**src/rtl/cs_dec_pkg.sv**
```systemverilog
package cs_dec_pkg;

  localparam int CFG_W  = 12;
  localparam int MASK_W = 4;
  localparam int BASE_W = 6;

  localparam logic [CFG_W-1:0] CFG_KEEP = 12'hF7F;

  typedef struct packed {
    logic [MASK_W-1:0] mask;
    logic              rsv;
    logic              valid;
    logic [BASE_W-1:0] base;
  } win_cfg_t;

  localparam logic [CFG_W-1:0] CFG_RST_ON  = 12'hF40;
  localparam logic [CFG_W-1:0] CFG_RST_OFF = 12'hF00;

  // thermometer-style codes only: 1000, 1100, 1110, 1111
  function automatic logic mask_legal(input logic [MASK_W-1:0] m);
    logic ok;
    case (m)
      4'h8, 4'hC, 4'hE, 4'hF: ok = 1'b1;
      default:                ok = 1'b0;
    endcase
    return ok;
  endfunction

endpackage

```
**src/rtl/cs_wr_decode.sv**
```systemverilog
module cs_wr_decode #(
  parameter int NUM_WIN = 8,
  parameter int IDX_W   = 4
) (
  input  logic               we,
  input  logic [IDX_W-1:0]   idx,
  output logic [NUM_WIN-1:0] sel,
  output logic               bad_idx
);

  genvar gi;
  generate
    for (gi = 0; gi < NUM_WIN; gi++) begin : g_sel
      assign sel[gi] = we && (idx == IDX_W'(gi));
    end
  endgenerate

  assign bad_idx = we && (int'(idx) >= NUM_WIN);

endmodule

```
**src/rtl/cs_win_slot.sv**
```systemverilog
module cs_win_slot
  import cs_dec_pkg::*;
#(
  parameter int WIN_ID = 0
) (
  input  logic              clk,
  input  logic              rst_n,
  input  logic              wr_sel,
  input  logic [CFG_W-1:0]  wdata,
  input  logic [MASK_W-1:0] addr_nib,
  output logic              win_match,
  output logic              cfg_err
);

  localparam logic [CFG_W-1:0] RST_VAL = (WIN_ID == 0) ? CFG_RST_ON : CFG_RST_OFF;

  win_cfg_t          cfg_q;
  win_cfg_t          cfg_d;
  logic [CFG_W-1:0]  kept;
  logic              cfg_en;
  logic              legal;
  logic              active;
  logic [MASK_W-1:0] diff;

  // next state: reload only when a kept bit actually changes
  assign kept   = wdata & CFG_KEEP;
  assign cfg_en = wr_sel && (kept != CFG_W'(cfg_q));

  always_comb begin
    cfg_d = cfg_q;
    if (cfg_en) cfg_d = win_cfg_t'(kept);
  end

  always_ff @(posedge clk or negedge rst_n) begin
    if (!rst_n)      cfg_q <= win_cfg_t'(RST_VAL);
    else if (cfg_en) cfg_q <= cfg_d;
  end

  // legality: code from the legal set, no base bit under a zero mask bit
  assign legal  = mask_legal(cfg_q.mask) &&
                  ((cfg_q.base[MASK_W-1:0] & ~cfg_q.mask) == '0);
  assign active = cfg_q.valid && legal;
  assign diff   = (addr_nib ^ cfg_q.base[MASK_W-1:0]) & cfg_q.mask;

  assign win_match = active && (diff == '0);
  assign cfg_err   = cfg_q.valid && !legal;

  // a flagged window never takes part in the decode
  p_err_blocks_r2: assert property (@(posedge clk) disable iff (!rst_n)
    cfg_err |-> !win_match);

  // rewriting the stored value leaves the window untouched
  p_same_write_r10: assert property (@(posedge clk) disable iff (!rst_n)
    (wr_sel && (kept == CFG_W'(cfg_q))) |=> $stable(cfg_q));

  // a changing write lands on the next edge
  p_new_write_r10: assert property (@(posedge clk) disable iff (!rst_n)
    wr_sel |=> (CFG_W'(cfg_q) == ($past(wdata) & CFG_KEEP)));

endmodule

```
**src/rtl/cs_prio_pick.sv**
```systemverilog
module cs_prio_pick #(
  parameter int N = 8
) (
  input  logic [N-1:0] req,
  output logic [N-1:0] grant,
  output logic         any
);

  logic [N:0] taken;

  assign taken[0] = 1'b0;

  genvar gi;
  generate
    for (gi = 0; gi < N; gi++) begin : g_chain
      assign grant[gi]   = req[gi] && !taken[gi];
      assign taken[gi+1] = taken[gi] || req[gi];
    end
  endgenerate

  assign any = taken[N];

endmodule

```
**src/rtl/cs_window_decoder.sv**
```systemverilog
module cs_window_decoder
  import cs_dec_pkg::*;
#(
  parameter int NUM_WIN    = 8,
  parameter int IDX_W      = 4,
  parameter int ADDR_W     = 32,
  parameter int REGION_LSB = 24
) (
  input  logic               clk,
  input  logic               rst_n,
  input  logic               cfg_we,
  input  logic [IDX_W-1:0]   cfg_idx,
  input  logic [CFG_W-1:0]   cfg_wdata,
  input  logic [ADDR_W-1:0]  addr,
  output logic [NUM_WIN-1:0] cs_onehot,
  output logic               hit,
  output logic [NUM_WIN-1:0] cfg_err,
  output logic               idx_err
);

  localparam int NIB_HI = REGION_LSB + MASK_W;

  // reset: asserted asynchronously, released after two edges
  logic [1:0] rst_pipe;
  logic       rst_sync_n;

  always_ff @(posedge clk or negedge rst_n) begin
    if (!rst_n) rst_pipe <= '0;
    else        rst_pipe <= {rst_pipe[0], 1'b1};
  end
  assign rst_sync_n = rst_pipe[1];

  logic [MASK_W-1:0]  addr_nib;
  logic               addr_unused;
  logic [NUM_WIN-1:0] wr_sel;
  logic               bad_idx;
  logic [NUM_WIN-1:0] win_match;
  logic               idx_err_q;
  logic               idx_err_d;
  logic               idx_err_en;

  assign addr_nib    = addr[REGION_LSB +: MASK_W];
  assign addr_unused = ^{addr[ADDR_W-1:NIB_HI], addr[REGION_LSB-1:0]};

  cs_wr_decode #(.NUM_WIN(NUM_WIN), .IDX_W(IDX_W)) u_wr_decode (
    .we      (cfg_we),
    .idx     (cfg_idx),
    .sel     (wr_sel),
    .bad_idx (bad_idx)
  );

  genvar gw;
  generate
    for (gw = 0; gw < NUM_WIN; gw++) begin : g_win
      cs_win_slot #(.WIN_ID(gw)) u_slot (
        .clk       (clk),
        .rst_n     (rst_sync_n),
        .wr_sel    (wr_sel[gw]),
        .wdata     (cfg_wdata),
        .addr_nib  (addr_nib),
        .win_match (win_match[gw]),
        .cfg_err   (cfg_err[gw])
      );
    end
  endgenerate

  cs_prio_pick #(.N(NUM_WIN)) u_prio (
    .req   (win_match),
    .grant (cs_onehot),
    .any   (hit)
  );

  // sticky index error
  assign idx_err_en = bad_idx && !idx_err_q;
  always_comb begin
    idx_err_d = idx_err_q;
    if (idx_err_en) idx_err_d = 1'b1;
  end

  always_ff @(posedge clk or negedge rst_sync_n) begin
    if (!rst_sync_n)     idx_err_q <= 1'b0;
    else if (idx_err_en) idx_err_q <= idx_err_d;
  end
  assign idx_err = idx_err_q;

  // at most one select, and nothing lower-numbered matched
  p_onehot_r7: assert property (@(posedge clk) disable iff (!rst_sync_n)
    $onehot0(cs_onehot));
  p_lowest_r7: assert property (@(posedge clk) disable iff (!rst_sync_n)
    (cs_onehot != '0) |-> ((win_match & (cs_onehot - 1'b1)) == '0));

  // no hit means no select
  p_nohit_r8: assert property (@(posedge clk) disable iff (!rst_sync_n)
    !hit |-> (cs_onehot == '0));

  // bad index raises the flag and it stays up
  p_badidx_r9: assert property (@(posedge clk) disable iff (!rst_sync_n)
    bad_idx |=> idx_err);
  p_sticky_r9: assert property (@(posedge clk) disable iff (!rst_sync_n)
    idx_err |=> idx_err);
  p_badidx_nowr_r9: assert property (@(posedge clk) disable iff (!rst_sync_n)
    bad_idx |-> (wr_sel == '0));

endmodule

```
**config.mk**
```make
export PLATFORM = sky130hd
export DESIGN_NAME = cs_window_decoder
export DESIGN_NICKNAME = d
export VERILOG_FILES = /design/src/rtl/cs_dec_pkg.sv /design/src/rtl/cs_wr_decode.sv /design/src/rtl/cs_win_slot.sv /design/src/rtl/cs_prio_pick.sv /design/src/rtl/cs_window_decoder.sv
export SDC_FILE = /design/constraint.sdc
export NUM_CORES = 1
export LEC_CHECK = 0
export CORE_ASPECT_RATIO = 0.6
export CORE_MARGIN = 8
export CORE_UTILIZATION = 43
export DETAILED_ROUTE_END_ITERATION = 16
export SKIP_LAST_GASP = 1
export SLEW_MARGIN = 0
export SYNTH_ARGS = -nofsm -noshare
export SYNTH_HDL_FRONTEND = slang
export SYNTH_SLANG_ARGS = --single-unit
```
**constraint.sdc**
```tcl
create_clock -name clk -period 3.2 [get_ports clk]
set_clock_uncertainty 0.05 [all_clocks]
set_input_delay 0.64 -clock clk [delete_from_list [all_inputs] [get_ports clk]]
set_output_delay 0.64 -clock clk [all_outputs]
set_load 0.03 [all_outputs]
```
==> results of run 1 <==
## Yosys cell counts, drive strengths merged, types with 4 or more instances
master  instances
dfstp          33
and4            4
nor2           15
o21bai          6
nor3b           5
mux2           87
xor2           54
xnor2          49
nand4          11
o21ai          13
nor4            6
buf            29
clkbuf         12
nand2          18
inv             4
nand3           8
dfrtp          56
o21a            4
nand2b          4
## registers in the layout (all words and copies together), names as in the netlist
signal              cells
rst_pipe                2
g_win.u_slot.cfg_q     86
idx_err                 1
## per-layer routing
layer  part of all wire, %  global-route usage (%)  vias to the layer above
li1                      -                       -                     1712
met1                    49                   23.46                     1858
met2                    47                   27.94                       71
met3                   3.4                   3.741                       10
met4                  0.94                   4.326                        0
met5                     0                       0                        -
## kinds of logic (layout without fill, tap and decap cells)
| kind of cell | count (synthesis) | count (layout) |
|---|---|---|
| AOI/OAI and AO/OA | 44 | 44 |
| xor gates and xnor gates | 103 | 103 |
| buffers and inverters | 45 | 102 |
| DFF | 89 | 89 |
| muxes | 87 | 87 |
| other | 1 | 1 |
| and+or+nand+nor | 93 | 93 |
## worst reg2reg max path, delay by kind of cell (launching register included)
kind | cells | cell delay (ns)
flops | 1 | 0.56
mux | 1 | 0.37
simple gates | 2 | 0.43
xor+xnor | 1 | 0.07
compound gates | 1 | 0.27
## cell type report
cell class	count	area [µm²]	share of cell area, %
Multi-Input combinational cell	328	2799	44.06
Sequential cell	89	2272	35.77
Timing Repair Buffer	82	762.0	12.00
Clock buffer	11	242.7	3.821
Tap cell	165	206.4	3.250
Clock inverter	5	55.05	0.8667
Inverter	4	15.01	0.2364
## repair_timing
| action | CTS | global route |
|---|---|---|
| endpoints found under the setup margin | 8 | 6 |
| buffers inserted | 4 | 0 |
| hold endpoints to repair | 0 | 0 |
| resized for setup | 6 | 4 |
| cloned | 1 | 0 |
| hold buffers | 0 | 0 |
| pin swaps | 1 | 1 |
## path summary, 6_finish.rpt
check	end	slack [ns]	cells after the start
min	g_win[0].u_slot.cfg_q[1]	0.25	0
min reg2reg	g_win[0].u_slot.cfg_q[1]	0.25	0
max reg2reg	g_win[5].u_slot.cfg_q[8]	1.37	5
min in group clk	rst_pipe[1]	0.31	0
max in group asynchronous	g_win[1].u_slot.cfg_q[9]	2.03	1
max	hit	0.06	8
## per-stage QoR
stage	setup slack (ns)	hold slack, ns
detailed placement	-0.2086	0.2651
finish	0.06499	0.2536
global route	-0.005579	0.3035
floorplan	0.2314	0.2812
CTS	0.04512	0.2728
global placement	-0.2010	0.2619
## power by group
part	total, µW	switching [µW]	internal [µW]
registers	1770	313	1460
clock network	1050	428	623
logic	1100	483	622
total	3930	1220	2700
==> results.json, run 1 <==
{
  "layout_commonest_cell": "mux2_2",
  "fin_crit_sh_pct": 97.97,
  "placedCellCount": 663,
  "antenna_found_initial": 0,
  "stdcell_area_um2": 6352,
  "powerDensity_nw_per_um2": 618.3,
  "die_w_um": 159.2,
  "die_h_um": 101.9,
  "synth_mux_area_share_pct": 18.52,
  "clk_latency_ns": 0.34,
  "synth_top_area_cell": "dfrtp_1",
  "synthTopCellsByArea": "dfrtp_1, mux2_2, dfstp_2",
  "report.final.setup_viol": 0,
  "cts.clk_slew.worst_paths_ns": 0.06,
  "cp.required_ns": 2.51,
  "crit_path_end_kind": "primary output",
  "hpwl_um": 9523,
  "worstPathCellList": "dlygate4sd2_1 -> buf_4 -> xnor2_1 -> and4_1 -> nand4_4 -> nand4b_4 -> or4_1 -> buf_4",
  "syn-num-nets": 513,
  "fmax_ghz": 0.3190,
  "power.leakage_uw": 0.002601,
  "p_total_uw": 3928,
  "nets": 565,
  "viasPerCell": 5.338,
  "h-tree-depth": 3,
  "hold_viol_final": 0,
  "vias": 3651,
  "async_flop_share_pct": 100.0,
  "grt_pass1_wl_um": 21800,
  "synth_top_family_by_area": "multiplexers",
  "cts_buffers": 9,
  "drive_above_1_share_pct": 37.57,
  "maxCapViolCount": 0,
  "slew_headroom_pct": 60.61,
  "ys_ff_latch": 89,
  "vdd_drop_max_v": 0.0002700,
  "synth_warnings": 0,
  "start_kind": "input pin",
  "io_buffers": 39,
  "cts.sinks": 89,
  "grt.total_usage_pct": 17.32,
  "critPathMaxFanout": 5,
  "clockRootBuffer": "clkbuf_16",
  "crit_slowest_cell": "or4_1",
  "grt_pass1_vias": 3808,
  "cp_common_cell": "buf_4",
  "avgRoutedWirePerCell_um": 19.36,
  "drt_iter0_drc": 140,
  "max_slew.worst_pin.slew_ns": 0.5891,
  "final_util_pct": 52.83,
  "crit_buf_inv": 3,
  "synth_top_area_share_pct": 26.48,
  "fin_tns_setup_ns": 0,
  "remaining_drc_errors": 0,
  "dieArea_um2": 16230,
  "crit_arrival_ns": 2.45,
  "syn_to_final_growth_pct": 20.05,
  "tritoncts": "done",
  "synth_area_um2": 5291,
  "clock_path_buffers": 2,
  "synth_fa_ha_area_share_pct": 0,
  "wirelength_um": 13240,
  "critPathLaunch": "addr[27]",
  "synth_flop_cell": "dfrtp_1",
  "synth.distinct_cells": 49,
  "fill_cells": 1057,
  "worst_hold_path_type": "reg -> async",
  "overflow": 0,
  "ant_nets": 0,
  "gp_congestion": 0.8719,
  "start_util_pct": 44.01,
  "grt_max_degree": 39,
  "yosys.area_share.simple_pct": 10.88,
  "core_area_um2": 12020,
  "status": "finished, final reports clean",
  "placed_cell_area_um2": 5986,
  "reg2reg_from": "g_win[5].u_slot.cfg_q[10]",
  "cp_top_family": "simple AND/OR/NAND/NOR gates",
  "avgSynthCellArea_um2": 11.45,
  "final_cell_mix": "mux2_2, dfrtp_1, xor2_1, xnor2_1, buf_4",
  "slowest_delay_ns": 0.53,
  "synthesis.instances": 462,
  "ioPinCount": 69,
  "maxSlewViolCount": 0,
  "yosysSeqAreaShare_pct": 42.87,
  "layout_min_cycle_time_ns": 3.135,
  "num_rows": 31,
  "synth_edf_count": 0,
  "fin_cells": 684,
  "dr.pass1.iters": 6,
  "num_antenna_cells": 0,
  "path_class": "in -> out",
  "synth_xor_area_share_pct": 17.05,
  "synth_compound_area_share_pct": 6.077
}
No activity file was read; power rests on OpenSTA's default activity.
==> inputs of run 2 (changes only) <==
Settings changed: CORE_UTILIZATION 43 to 55, CTS_BUF_LIST set to sky130_fd_sc_hd__clkbuf_2, PLACE_DENSITY set to 0.8, SLEW_MARGIN 0 to not set.
==> run 2 against run 1 <==
  * Via count rose by 2.1%
  * Setup slack improved by 0.020 ns
  * Power fell by 10%
  * Highest routed layer unchanged
  * Register-to-register slack got worse by 0.13 ns
  * Utilization rose by 14 points
  * Critical path depth fell by 2
  * Sequential share of layout area rose by 0.83 points
  * Non-clock buffer count rose by 6
  * Flip-flop and latch count did not move
  * Count of clock-buffer cells in the layout fell by 2
  * Clock power fell by 46%
==> results.json, run 2 (same netlist as run 1, synthesis figures left out) <==
{
  "status": "finished, final reports clean",
  "power.leakage_uw": 0.002551,
  "cts.clk_slew.worst_paths_ns": 0.23,
  "layout_min_cycle_time_ns": 3.115,
  "ioPinCount": 69,
  "die_h_um": 91.98,
  "fin_crit_sh_pct": 97.33,
  "largest-register": "g_win.u_slot.cfg_q",
  "slowest_delay_ns": 0.59,
  "die_w_um": 142.6,
  "maxSlewViolCount": 0,
  "grt_pass1_vias": 3987,
  "gp_congestion": 0.9118,
  "worstPathCellList": "nor2_1 -> o2111a_1 -> and4_4 -> nand4b_4 -> or4_4 -> buf_6",
  "switching_share_pct": 35.10,
  "fin_cells": 655,
  "report.final.setup_viol": 0,
  "largest_register_ffs": 86,
  "maxCapViolCount": 0,
  "grt.total_usage_pct": 20.65,
  "syn_to_final_growth_pct": 17.40,
  "num_rows": 27,
  "powerDensity_nw_per_um2": 566.4,
  "hold_viol_final": 0,
  "internal_power_uw": 2284,
  "max_slew.worst_pin.slew_ns": 0.5766,
  "hpwl_um": 9358,
  "h-tree-depth": 3,
  "dieArea_um2": 13120,
  "start_kind": "register",
  "tritoncts": "done",
  "cts_buffers": 9,
  "slew_headroom_pct": 61.44,
  "clockRootBuffer": "clkbuf_2",
  "vias": 3728,
  "start_util_pct": 57.16,
  "core_area_um2": 9256,
  "viasPerCell": 5.692,
  "antenna_found_initial": 0,
  "crit_arrival_ns": 2.42,
  "cts.sinks": 89,
  "clockPowerShare_pct": 16.2,
  "crit_slowest_cell": "dfstp_2",
  "vdd_drop_max_v": 0.0003330,
  "grt_max_degree": 88,
  "layout_commonest_cell": "mux2_2",
  "num_antenna_cells": 0,
  "rsz0062_at_grt": "true",
  "cp.required_ns": 2.51,
  "overflow": 0,
  "clock_path_buffers": 2,
  "path_class": "reg -> out",
  "final_util_pct": 67.11,
  "p_total_uw": 3519,
  "dr.pass1.iters": 4,
  "cts_hold_buf": 0,
  "fmax_ghz": 0.3211,
  "switchingPower_uw": 1235,
  "worst_hold_path_type": "in -> async",
  "drive_above_1_share_pct": 39.62,
  "ant_nets": 0,
  "remaining_drc_errors": 0,
  "grt_pass1_wl_um": 21150,
  "nets": 571,
  "wirelength_um": 12980,
  "pwr-share-seq_pct": 50.1,
  "fill_cells": 733,
  "critPathMaxFanout": 2,
  "avgRoutedWirePerCell_um": 19.82,
  "io_buffers": 39,
  "placedCellCount": 629,
  "pwr-share-comb_pct": 33.7,
  "final_cell_mix": "mux2_2, xor2_1, dfrtp_1, buf_4, xnor2_1",
  "crit_path_end_kind": "primary output",
  "drt_iter0_drc": 203,
  "clk_latency_ns": 0.58
}
==> run 2: cell count changes in the layout (fill, tap and decap cells not counted), moves of 3 or more <==
cell | before | now
buf_6 | 1 | 4
o21ai_1 | 0 | 4
clkbuf_16 | 9 | 0
clkinvlp_4 | 2 | 5
buf_4 | 46 | 50
clkbuf_2 | 1 | 9
o21ai_0 | 13 | 7
==> run 2: power by group through the flow <==
stage / clock, µW / combinational [µW] / sequential [µW]
6_report: 571 / 1180 / 1760
3_3_place_gp: 0 / 1070 / 1750
4_1_cts: 589 / 1150 / 1760
2_1_floorplan: 0 / 866 / 1710
3_5_place_dp: 0 / 1110 / 1780
5_1_grt: 628 / 1290 / 1810
==> run 2: routing by layer <==
layer	global-route usage (%)	part of all wire [%]	vias up	wire (µm)
met1	27.06	44	1898	5727
met4	6.157	1.5	0	201
li1	-	-	1719	-
met2	32.65	47	96	6146
met5	0	0	-	0
met3	5.898	7.0	15	905
==> run 2: cell type report <==
class	instances	area (µm²)	share of cell area, %
Multi-Input combinational cell	328	2846	45.82
Timing Repair Buffer	88	798.3	12.85
Clock inverter	7	71.32	1.148
Clock buffer	9	45.04	0.7251
Inverter	4	15.01	0.2417
Sequential cell	89	2273	36.60
Tap cell	130	162.7	2.618
==> run 2: repair_timing <==
item / 4_1_cts / 5_1_grt
setup buffers: 6 / 4
setup endpoints to repair: 7 / 8
gates resized for setup: 10 / 17
pin swaps: 3 / 8
==> run 2: worst max-delay path: cells and delay by family (launching register included) <==
kind	cells	cell delay, ns
compound gates	1	0.26
buf+inv	1	0.15
flops	1	0.59
simple gates	4	0.85
==> run 2: path summary, 6_finish.rpt <==
kind / cells past startpoint / end / from / slack [ns]
max: 6 / hit / g_win[0].u_slot.cfg_q[9] / 0.09
min: 1 / rst_pipe[1] / rst_n / 0.16
max reg2reg: 7 / g_win[5].u_slot.cfg_q[8] / g_win[5].u_slot.cfg_q[9] / 1.24
min reg2reg: 1 / g_win[0].u_slot.cfg_q[2] / rst_pipe[1] / 0.30
max in group asynchronous: 1 / g_win[3].u_slot.cfg_q[8] / rst_pipe[1] / 2.42
min in group clk: 0 / rst_pipe[1] / rst_pipe[0] / 0.34
==> run 2: through the flow <==
| step | setup TNS (ns) | hold WS, ns | setup WS, ns | cell area [µm²] |
|---|---|---|---|---|
| floorplan | 0 | 0.2812 | 0.2314 | 5298 |
| global placement | -0.8255 | 0.2893 | -0.3692 | 5937 |
| detailed placement | -0.9650 | 0.3070 | -0.2795 | 5937 |
| CTS | -0.05653 | 0.1134 | -0.03110 | 6123 |
| global route | -0.06307 | 0.1177 | -0.05151 | 6212 |
| finish | 0 | 0.1578 | 0.08532 | 6212 |
